## src/rtl/piso_pkg.sv

```systemverilog
package piso_pkg;

    localparam int PISO_WIDTH_DEF = 8;

    typedef enum logic [1:0] {
        OP_HOLD  = 2'd0,
        OP_LOAD  = 2'd1,
        OP_SHIFT = 2'd2
    } piso_op_e;

    // Load is level sensitive and wins over any coincident shift edge.
    function automatic piso_op_e pick_op(input logic load_n, input logic shift_edge);
        if (!load_n)         return OP_LOAD;
        else if (shift_edge) return OP_SHIFT;
        else                 return OP_HOLD;
    endfunction

endpackage

```

## src/rtl/piso_gate_edge.sv

```systemverilog
module piso_gate_edge (
    input  logic clk,
    input  logic rst_n,
    input  logic shift_clk_i,
    input  logic clk_en_n_i,
    output logic edge_o
);

    typedef struct packed {
        logic gate;
    } gate_state_t;

    gate_state_t st_d, st_q;
    logic        eff_clk;

    always_comb begin
        eff_clk    = shift_clk_i | clk_en_n_i;
        st_d       = st_q;
        st_d.gate  = eff_clk;
        edge_o     = eff_clk & ~st_q.gate;
    end

    always_ff @(posedge clk or negedge rst_n) begin
        if (!rst_n) st_q <= '0;
        else        st_q <= st_d;
    end

    // an enable held high across two samples leaves no edge
    assert_enable_blocks_R3: assert property (@(posedge clk) disable iff (!rst_n)
        ($past(rst_n) && $past(clk_en_n_i) && clk_en_n_i) |-> !edge_o);

    // releasing the enable while the clock is low is an edge
    assert_enable_release_edge_R5: assert property (@(posedge clk) disable iff (!rst_n)
        ($past(rst_n) && !shift_clk_i && !$past(shift_clk_i) && $rose(clk_en_n_i)) |-> edge_o);

endmodule

```

## src/rtl/piso_stage_chain.sv

```systemverilog
module piso_stage_chain
    import piso_pkg::*;
#(
    parameter int WIDTH = PISO_WIDTH_DEF
) (
    input  logic             clk,
    input  logic             rst_n,
    input  logic             load_n_i,
    input  logic             edge_i,
    input  logic             ser_i,
    input  logic [WIDTH-1:0] par_i,
    output logic [WIDTH-1:0] stages_o
);

    localparam int TOP = WIDTH - 1;

    typedef struct packed {
        logic [WIDTH-1:0] stages;
    } chain_state_t;

    chain_state_t st_d, st_q;
    piso_op_e     op;

    always_comb begin
        st_d = st_q;
        op   = pick_op(load_n_i, edge_i);
        case (op)
            OP_LOAD:  st_d.stages = par_i;
            OP_SHIFT: st_d.stages = {st_q.stages[TOP-1:0], ser_i};
            default:  st_d.stages = st_q.stages;
        endcase
    end

    always_ff @(posedge clk or negedge rst_n) begin
        if (!rst_n) st_q <= '0;
        else        st_q <= st_d;
    end

    assign stages_o = st_q.stages;

    // a low load strobe copies the word whatever the edge does
    assert_load_copies_R1: assert property (@(posedge clk) disable iff (!rst_n)
        !load_n_i |=> stages_o == $past(par_i));

    // an edge with the load released shifts by one toward the output
    assert_edge_shifts_R2: assert property (@(posedge clk) disable iff (!rst_n)
        (load_n_i && edge_i) |=> stages_o == {$past(stages_o[TOP-1:0]), $past(ser_i)});

    // without an edge the chain holds
    assert_no_edge_holds_R2: assert property (@(posedge clk) disable iff (!rst_n)
        (load_n_i && !edge_i) |=> $stable(stages_o));

endmodule

```

## src/rtl/piso_shift_reg.sv

```systemverilog
module piso_shift_reg
    import piso_pkg::*;
#(
    parameter int WIDTH = PISO_WIDTH_DEF
) (
    input  logic             clk,
    input  logic             rst_n,
    input  logic             shift_clk_i,
    input  logic             clk_en_n_i,
    input  logic             load_n_i,
    input  logic             ser_i,
    input  logic [WIDTH-1:0] par_i,
    output logic             last_o,
    output logic             last_n_o
);

    localparam int TOP = WIDTH - 1;

    logic             shift_edge;
    logic [WIDTH-1:0] stages;

    piso_gate_edge u_gate (
        .clk         (clk),
        .rst_n       (rst_n),
        .shift_clk_i (shift_clk_i),
        .clk_en_n_i  (clk_en_n_i),
        .edge_o      (shift_edge)
    );

    piso_stage_chain #(.WIDTH(WIDTH)) u_chain (
        .clk      (clk),
        .rst_n    (rst_n),
        .load_n_i (load_n_i),
        .edge_i   (shift_edge),
        .ser_i    (ser_i),
        .par_i    (par_i),
        .stages_o (stages)
    );

    assign last_o   = stages[TOP];
    assign last_n_o = ~stages[TOP];

    // the inverted output reflects the loaded MSB one cycle later
    assert_inverse_msb_R4: assert property (@(posedge clk) disable iff (!rst_n)
        !load_n_i |=> last_n_o == ~$past(par_i[TOP]));

    // releasing load with the effective clock low does not move data
    assert_release_low_no_shift_R6: assert property (@(posedge clk) disable iff (!rst_n)
        ($past(rst_n) && $rose(load_n_i) && !shift_clk_i && !clk_en_n_i)
        |=> last_o == $past(last_o));

endmodule

```

## config.mk

```make
export PLATFORM = sky130hd
export DESIGN_NAME = piso_shift_reg
export DESIGN_NICKNAME = d
export VERILOG_FILES = /design/src/rtl/piso_pkg.sv /design/src/rtl/piso_gate_edge.sv /design/src/rtl/piso_stage_chain.sv /design/src/rtl/piso_shift_reg.sv
export SDC_FILE = /design/constraint.sdc
export NUM_CORES = 1
export LEC_CHECK = 0
export ABC_AREA = 1
export BUFFER_PORTS_ARGS = -buffer_cell sky130_fd_sc_hd__buf_2
export CAP_MARGIN = 20
export CORE_AREA = 10 10 47 49
export DETAILED_ROUTE_END_ITERATION = 8
export DIE_AREA = 0 0 57 59
export GPL_ROUTABILITY_DRIVEN = 0
export HOLD_SLACK_MARGIN = 0.05
export PLACE_DENSITY = 0.56
export SLEW_MARGIN = 40
export SYNTH_ARGS = -nofsm -noshare
export SYNTH_HDL_FRONTEND = slang
export SYNTH_SLANG_ARGS = --single-unit
```

## constraint.sdc

```tcl
create_clock -name clk -period 1.9 [get_ports clk]
set_input_delay 0.095 -clock clk [delete_from_list [all_inputs] [get_ports clk]]
set_output_delay 0.095 -clock clk [all_outputs]
set_load 0.01 [all_outputs]
```

# Word level (Yosys, flattened, before mapping)
# Index checks and enable logic that the tools add are counted.
# Widths: inputs -> output; s select.
# word_totals
regBits	9
in_bits	14
out_inout_bits	2
word_cells	12
# classes
n_eq_ne	2
n_mux	3
bitwise_logic	4
n_reduce_logical	1
# ops
op	count
$pmux 8 s2	1
$mux 2	2
$eq 2x1->1 const B	1
$eq 2x2->1 const B	1
$not 1->1	2
$reduce_bool 2->1	1
$and 1x1->1	1
$or 1x1->1	1

# Depth between registers and ports, before layout
# Gate-level depths: netlist of the first run.
# depth
ltp_word	6
ltp_mapped	5
depth_no_buf	5

# By module
# From an unflattened synthesis of the first run, not the netlist that was laid out.
# hier_totals
cells_unflattened	50
hier_area_um2	454.2
# by_module_without_submodules
mod	n_inst	cells_each	area_each_um2
piso_stage_chain	1	45	411.6
piso_gate_edge	1	4	38.8
piso_shift_reg	1	1	3.8

# Least setup slack after synthesis of the first run
# No wires, ideal clock.
# synth_path
path_kind	register to register
startpoint	register u_gate.st_q
endpoint	register u_chain.st_q, in the netlist u_chain.stages_o[7]
arrival_time_ns	0.674
required_ns	1.775
path_slack_ns	1.101
path_stages_with_launch	5
n_path_buf	0
period_less_slack_ns	0.799
cell_sequence	dfrtp_1 > inv_2 > nand2_4 > nand3_1 > nand3_1
# synth_between
elab_chain_cells	6
word_cells_on_any_way	8
# synth_rtl
element	line	text
from (decl)	piso_gate_edge.sv:13	gate_state_t st_d, st_q;
from (signal assigned)	piso_gate_edge.sv:25	else st_q <= st_d;
$not 1->1 (*)	piso_gate_edge.sv:20	edge_o = eff_clk & ~st_q.gate;
$and 1x1->1 (*)	piso_gate_edge.sv:20	
$mux 2 (*)	piso_pkg.sv:14	else if (shift_edge) return OP_SHIFT;
$mux 2 (*)	piso_pkg.sv:13	if (!load_n) return OP_LOAD;
$eq 2x2->1 or $eq 2x1->1 (tied branches)	piso_stage_chain.sv:27	case (op)
$pmux 8 s2 or $reduce_bool 2->1 (tied branches)	n/a	
to (signal assigned)	piso_stage_chain.sv:36	else st_q <= st_d;
to (decl)	piso_stage_chain.sv:21	chain_state_t st_d, st_q;
# Every way passes the cells marked *; elsewhere a longest branch is shown, timed or not.
# A chain may end at the register's enable or synchronous reset.

# Final worst setup path of the first run
# layout_path
startpoint	register u_chain.st_q, in the netlist u_chain.stages_o[7]
endpoint	output port last_n_o
# layout_between
elab_chain_cells	1
# layout_rtl
element	line	text
$not 1->1	piso_shift_reg.sv:41	assign last_n_o = ~stages[TOP];
to (decl)	piso_shift_reg.sv:14	output logic last_n_o
# No other way between the ends.

==> implementation parameters, run 1 <==
Parameter                              Value

Status
  Result of the run ... complete, no violations

Timing
  Final hold violation count ... 0
  Skew final ... 0.00286 ns
  Worst Max-Slew Pin Slew ... 0.268 ns
  Min Tclk post-route ... 0.907 ns
  Headroom to the max-slew limit ... 0.822
  Final setup viols ... 0
  Sum Neg Setup Slack ... 0 ns
  Setup WS post-layout ... 0.993 ns
  Highest Clock Rate ... 1100 MHz
  Final Max Slew Viols ... 0
  Part of the cycle the worst path needs ... 0.478
  Setup repair after global routing missed its margin ... no

Global routing
  Grt total ovfl ... 0
  Global-route usage over all layers ... 0.0673
  Vias in the first global route ... 423
  Maximum number of pins on one net before global-route repair ... 18
  Initial antenna violation count ... 0
  First-pass GRT wire length ... 1810 microns

Cells and area
  Number of inserted diodes ... 0
  Fraction of final layout cells with drive strength greater than 1 ... 0.296
  NumNets Final ... 86
  Core utilization of the finished layout ... 0.420
  Area growth, synth to finish ... 28.4%
  Fill cell total of the finished layout ... 159

Logic synthesis
  Post-Synthesis Net Count ... 64
  Total of flip-flops plus latches after synthesis ... 9
  Netlist Area Pre-Place ... 458 sq um
  Sequential share of the synthesized area ... 0.492
  Count of synthesis-stage warnings from yosys ... 0
  Synth Instances ... 50
  Number of library cell types mapped by synthesis ... 9
  Synthesized area divided by synthesized cell count ... 9.16 sq um

Route
  Ratio of routed vias to standard cells ... 4.92
  Detailed-router iteration count before antenna repair ... 4
  DRC violation count after routing ... 0
  Routed Antenna Nets ... 0
  Starting DRC count in detailed routing ... 22
  Total wirelength of the detailed-routed design ... 1130 microns
  Post-detailed-route wirelength per cell ... 12.9 microns
  Via count ... 428

Place
  Worst slack after detailed placement ... 1.01 ns
  Number of input and output port buffers inserted ... 15

Setup path
  Origin of the worst setup path ... u_chain.stages_o[7]
  Max stage delay on crit path ... 0.38 ns
  Signal arrival time at the worst endpoint ... 0.81 ns
  WP data required ... 1.80 ns
  Reg2Reg Capture Point ... u_chain.stages_o[3]
  Crit Path Max Fanout ... 3
  Cells along the critical path ... inv_1, buf_2
  Critical path type ... reg -> out
  Worst-case register-to-register setup slack ... 1.00 ns
  Capture point of the critical path ... last_n_o
  Crit-path slowest cell ... sky130_fd_sc_hd__dfrtp_1
  CP endpoint kind ... output port
  Worst r2r path cells ... 4
  Kind of launch point of the worst setup path ... flip-flop
  FF-to-FF Start ... u_gate.st_q

Power and ir drop
  Net load switching power ... 120 uW
  Net Sw Frac ... 0.270
  Power share of the combinational group ... 0.164
  Sequential share of power ... 0.501
  Leakage power ... 0.000304 uW
  Clock share of power ... 0.335
  VDD IR-drop max ... 0.417 mV
  Power Internal ... 325 uW
  Overall Power ... 444 uW
  Power density cells ... 756 mW/mm^2

Run
  Maximum Capacitance Violations ... 0

Floorplanning
  Cell Rows ... 14
  Die width ... 57 microns
  Die Outline Area ... 0.00336 sq mm
  Height of the die ... 59 microns
  Number of primary I/O pins ... 16
  Effective utilization at floorplan ... 0.327
  Core outline area ... 0.00140 sq mm

CTS
  Total clock buffers created by CTS ... 3
  Count of instances resized after the clock tree is built ... 0
  Clock buffer depth ... 2
  Number of sinks handled by clock tree synthesis ... 9
  Worst-path clk slew ... 0.06 ns
  Cell chosen for the clock root ... sky130_fd_sc_hd__clkbuf_4
  Post-CTS Repair Setup Buffers ... 0
  Total number of H-tree levels ... 1
  Clock tree from TritonCTS ... yes
  Clock latency at the later pin of the worst-skew pair ... 0.26 ns

Min path
  Worst hold path class ... in -> reg
  Hold Path Stages ... 3
## placed cells by master (no fill, tap or decap)
| master | Yosys | routed |
|---|---|---|
| sky130_fd_sc_hd__buf_2 | 0 | 15 |
| sky130_fd_sc_hd__clkbuf_1 | 0 | 1 |
| sky130_fd_sc_hd__clkbuf_4 | 0 | 3 |
| sky130_fd_sc_hd__dfrtp_1 | 9 | 9 |
| sky130_fd_sc_hd__dlygate4sd3_1 | 0 | 4 |
| sky130_fd_sc_hd__inv_1 | 4 | 4 |
| sky130_fd_sc_hd__inv_2 | 1 | 1 |
| sky130_fd_sc_hd__nand2_1 | 8 | 8 |
| sky130_fd_sc_hd__nand2_4 | 2 | 2 |
| sky130_fd_sc_hd__nand3_1 | 16 | 16 |
| sky130_fd_sc_hd__nand4_1 | 8 | 8 |
## power by group through the flow
stage               sequential (uW)  clock [uW]  combinational [uW]
global placement                225           0                65.9
floorplan                       223           0                44.8
global route                    224         160                82.8
CTS                             221         156                73.6
detailed placement              225           0                67.5
finish                          223         149                73.0
## through the flow
stage               hold WS (ns)  instance area, sq um  std cells
detailed placement       -0.0436                   522         79
finish                    0.0580                   588         87
global placement         -0.0382                   522         79
global route              0.0683                   588         87
floorplan                 -0.201                   458         50
CTS                       0.0509                   588         87
## flip-flops by register name, indices dropped and copies added, names as in the netlist
name	count
u_chain.stages_o	8
u_gate.st_q	1
## synth_stat cells
library cell | count | area, sq um
sky130_fd_sc_hd__inv_2 | 1 | 3.75
sky130_fd_sc_hd__dfrtp_1 | 9 | 225
sky130_fd_sc_hd__nand3_1 | 16 | 80.1
sky130_fd_sc_hd__nand2_4 | 2 | 22.5
sky130_fd_sc_hd__inv_1 | 4 | 15.0
sky130_fd_sc_hd__nand2_1 | 8 | 30.0
sky130_fd_sc_hd__buf_6 | 1 | 11.3
sky130_fd_sc_hd__buf_12 | 1 | 20.0
sky130_fd_sc_hd__nand4_1 | 8 | 50.1
## worst min path at each step
stage / start / to / slack, ns
after floorplan: rst_n / u_chain.stages_o[0] / -0.20
after global placement: rst_n / u_gate.st_q / -0.04
after detailed placement: rst_n / u_chain.stages_o[4] / -0.04
after CTS: par_i[4] / u_chain.stages_o[4] / 0.05
after global routing: par_i[6] / u_chain.stages_o[6] / 0.07
final: par_i[4] / u_chain.stages_o[4] / 0.06
## kinds of logic after synthesis
| kind of cell | synth area share |
|---|---|
| DFF | 0.492 |
| and+or+nand+nor | 0.399 |
| buffers and inverters | 0.109 |
## layer usage
metal,wire [microns],part of all wire,up-vias,GRT usage
met5,0,0,-,0
met4,9,0.0080,0,0.0503
met3,70,0.062,2,0.0215
met2,567,0.50,15,0.101
met1,479,0.43,191,0.0782
li1,-,-,220,-
## layout make-up
class	instances	area, sq um	area share
clock buffer	4	26.3	0.0447
inverter	5	18.8	0.0319
multi-input combinational	34	183	0.311
sequential	9	225	0.383
tap	16	20.0	0.0340
timing repair buffer	19	115	0.196
## worst max-delay path: cells and delay by family (launching register included)
kind | cells | cell delay (ns)
buf+inv | 2 | 0.17
flops | 1 | 0.38
## timing repair
action / 4_1_cts / 5_1_grt
hold endpoints to repair: 12 / 0
setup endpoints to repair: 0 / 0
hold buffers: 4 / 0
(Power assumes the default switching activity.)
==> run 2: changes to the inputs <==
Clock period 1.9 ns to 0.9 ns, I/O delays scaled along.
==> implementation parameters, run 2 (synthesis gave the netlist of run 1 again) <==
Parameter                              Value

Setup path
  Kind of launch point of the worst setup path ... flip-flop (unchanged)
  Max stage delay on crit path ... 0.38 ns (about the same)
  Reg2Reg Capture Point ... u_chain.stages_o[1] (was u_chain.stages_o[3])
  Worst r2r path cells ... 4 (unchanged)
  FF-to-FF Start ... u_gate.st_q (unchanged)
  CP endpoint kind ... output port (unchanged)
  WP data required ... 0.85 ns (was 1.80 ns)
  Cells along the critical path ... inv_1, buf_2 (unchanged)
  Worst-case register-to-register setup slack ... 0.05 ns (was 1.00 ns)
  Crit-path slowest cell ... sky130_fd_sc_hd__dfrtp_1 (unchanged)
  Crit Path Max Fanout ... 3 (unchanged)
  Origin of the worst setup path ... u_chain.stages_o[7] (unchanged)
  Critical path type ... reg -> out (unchanged)
  Signal arrival time at the worst endpoint ... 0.81 ns (about the same)
  Critical path buffer and inverter count ... 2 (unchanged)
  Capture point of the critical path ... last_n_o (unchanged)
  Critical Path Stages ... 2 (unchanged)
  Top delay family on crit path ... flip-flops (unchanged)

Cells and area
  Commonest non-fill, non-tap cell in the layout ... sky130_fd_sc_hd__buf_2 (was sky130_fd_sc_hd__nand3_1)
  Highest-count cells in the layout ignoring fill and taps ... 15 x sky130_fd_sc_hd__buf_2, 14 x sky130_fd_sc_hd__nand3_1, 9 x sky130_fd_sc_hd__dlygate4sd3_1, 9 x sky130_fd_sc_hd__dfrtp_1 (was 16 x sky130_fd_sc_hd__nand3_1, 15 x sky130_fd_sc_hd__buf_2, 9 x sky130_fd_sc_hd__dfrtp_1)
  Fill cell total of the finished layout ... 146 (was 159)
  NumNets Final ... 95 (was 86)
  Max FFs per register ... 8 (unchanged)
  Fraction of final layout cells with drive strength greater than 1 ... 0.338 (was 0.296)
  Area growth, synth to finish ... 48.6% (was 28.4%)
  Number of inserted diodes ... 0 (unchanged)

Timing
  Sum Neg Setup Slack ... 0 ns (unchanged)
  Final setup viols ... 0 (unchanged)
  Final hold violation count ... 0 (unchanged)
  Setup WS post-layout ... 0.0457 ns (was 0.993 ns)
  Part of the cycle the worst path needs ... 0.949
  Min Tclk post-route ... 0.854 ns
  Final Max Slew Viols ... 0 (unchanged)
  Worst Max-Slew Pin Slew ... 0.236 ns (was 0.268 ns)
  Headroom to the max-slew limit ... 0.843 (was 0.822)
  Skew final ... 0.00512 ns (was 0.00286 ns)
  Highest Clock Rate ... 1170 MHz
  Setup repair after global routing missed its margin ... yes (was no)

Power and ir drop
  VDD IR-drop max ... 0.890 mV (was 0.417 mV)
  Leakage power ... 0.000350 uW (was 0.000304 uW)
  Power density cells ... 1420 mW/mm^2 (was 756 mW/mm^2)

Floorplanning
  Die Outline Area ... 0.00336 sq mm (unchanged)
  Effective utilization at floorplan ... 0.327 (unchanged)
  Core outline area ... 0.00140 sq mm (unchanged)
  Cell Rows ... 14 (unchanged)
  Number of primary I/O pins ... 16 (unchanged)
  Height of the die ... 59 microns (unchanged)
  Die width ... 57 microns (unchanged)

CTS
  Cell chosen for the clock root ... sky130_fd_sc_hd__clkbuf_4 (unchanged)
  Clock latency at the later pin of the worst-skew pair ... 0.26 ns (about the same)
  Total number of H-tree levels ... 1 (unchanged)
  Number of sinks handled by clock tree synthesis ... 9 (unchanged)
  Clock buffer depth ... 2 (unchanged)
  Total clock buffers created by CTS ... 3 (unchanged)
  Worst-path clk slew ... 0.06 ns (about the same)
  Clock tree from TritonCTS ... yes (unchanged)

Route
  Post-detailed-route wirelength per cell ... 12.1 microns (was 12.9 microns)
  Starting DRC count in detailed routing ... 9 (was 22)
  DRC violation count after routing ... 0 (unchanged)
  Detailed-router iteration count before antenna repair ... 7 (was 4)
  Routed Antenna Nets ... 0 (unchanged)
  Ratio of routed vias to standard cells ... 5.04 (was 4.92)
  Via count ... 484 (was 428)
  Total wirelength of the detailed-routed design ... 1160 microns (was 1130 microns)

Global routing
  Maximum number of pins on one net before global-route repair ... 17 (was 18)
  Global-route usage over all layers ... 0.0695 (was 0.0673)
  Vias in the first global route ... 458 (was 423)
  First-pass GRT wire length ... 1930 microns (was 1810 microns)
  Grt total ovfl ... 0 (unchanged)
  Initial antenna violation count ... 0 (unchanged)

Min path
  Worst hold path class ... in -> reg (unchanged)
  Hold Path Stages ... 3 (unchanged)

Place
  Number of input and output port buffers inserted ... 15 (unchanged)
  Sum of net half-perimeters after detailed placement ... 817 microns
  Worst slack after detailed placement ... 0.0208 ns (was 1.01 ns)

Run
  Maximum Capacitance Violations ... 0 (unchanged)

Status
  Result of the run ... complete, no violations (unchanged)
==> run 2: cell types whose count changed in the layout (fill, tap and decap cells not counted) <==
cell,delta
sky130_fd_sc_hd__buf_4,+4
sky130_fd_sc_hd__dlygate4sd3_1,+5
sky130_fd_sc_hd__inv_2,-1
sky130_fd_sc_hd__inv_4,+1
sky130_fd_sc_hd__nand3_1,-2
sky130_fd_sc_hd__nand3_2,+2
==> run 2: per-layer routing <==
metal  up-vias  part of all wire  track usage
li1        236                 -            -
met1       225              0.38       0.0782
met2        21              0.55        0.113
met3         2             0.057       0.0150
met4         0            0.0077       0.0503
met5         -                 0            0
==> run 2: how the worst min path moves through the flow <==
stage                           from                   to  slack (ns)
after floorplan                rst_n  u_chain.stages_o[0]       -0.25
after global placement         rst_n  u_chain.stages_o[4]       -0.09
after detailed placement       rst_n          u_gate.st_q       -0.09
after CTS                 clk_en_n_i          u_gate.st_q        0.08
after global routing      clk_en_n_i          u_gate.st_q        0.09
final                          ser_i  u_chain.stages_o[0]        0.08
==> run 2: final cells by class <==
cell class                      count  area [sq um]  share of cell area
Inverter                            5          21.3              0.0312
Clock buffer                        4          26.3              0.0386
Sequential cell                     9           225               0.331
Timing Repair Buffer               28           195               0.287
Tap cell                           16          20.0              0.0294
Multi-Input combinational cell     34           193               0.283
==> run 2: worst register-to-register path, delay by kind of cell, from the launching register on <==
family | cells | cell delay (ns)
and+or+nand+nor | 3 | 0.26
buffers and inverters | 1 | 0.10
DFF | 1 | 0.39
==> run 2: what timing repair did <==
item / CTS / global route
cloned: 0 / 0
pin swaps: 0 / 1
buffers inserted: 0 / 3
hold buffers: 9 / 0
setup endpoints to repair: 1 / 5
gates resized for setup: 1 / 2
endpoints found under the hold margin: 17 / 0
==> run 2: report_power, final <==
part | internal (uW) | total, uW | switching, uW
Clock | 171 | 309 | 139
Sequential | 445 | 470 | 25.5
Combinational | 96.6 | 189 | 92.3
Total | 712 | 969 | 257
==> run 2: per-stage QoR <==
stage                     utilization  cell area (sq um)  hold WS, ns  instances  power (uW)
after floorplan                     -                458       -0.251         50         566
after global placement          0.378                529      -0.0876         80         617
after detailed placement        0.378                529      -0.0922         80         621
after CTS                       0.463                648       0.0765         93         966
after global routing            0.486                681       0.0925         96        1020
final                           0.486                681       0.0847         96         969
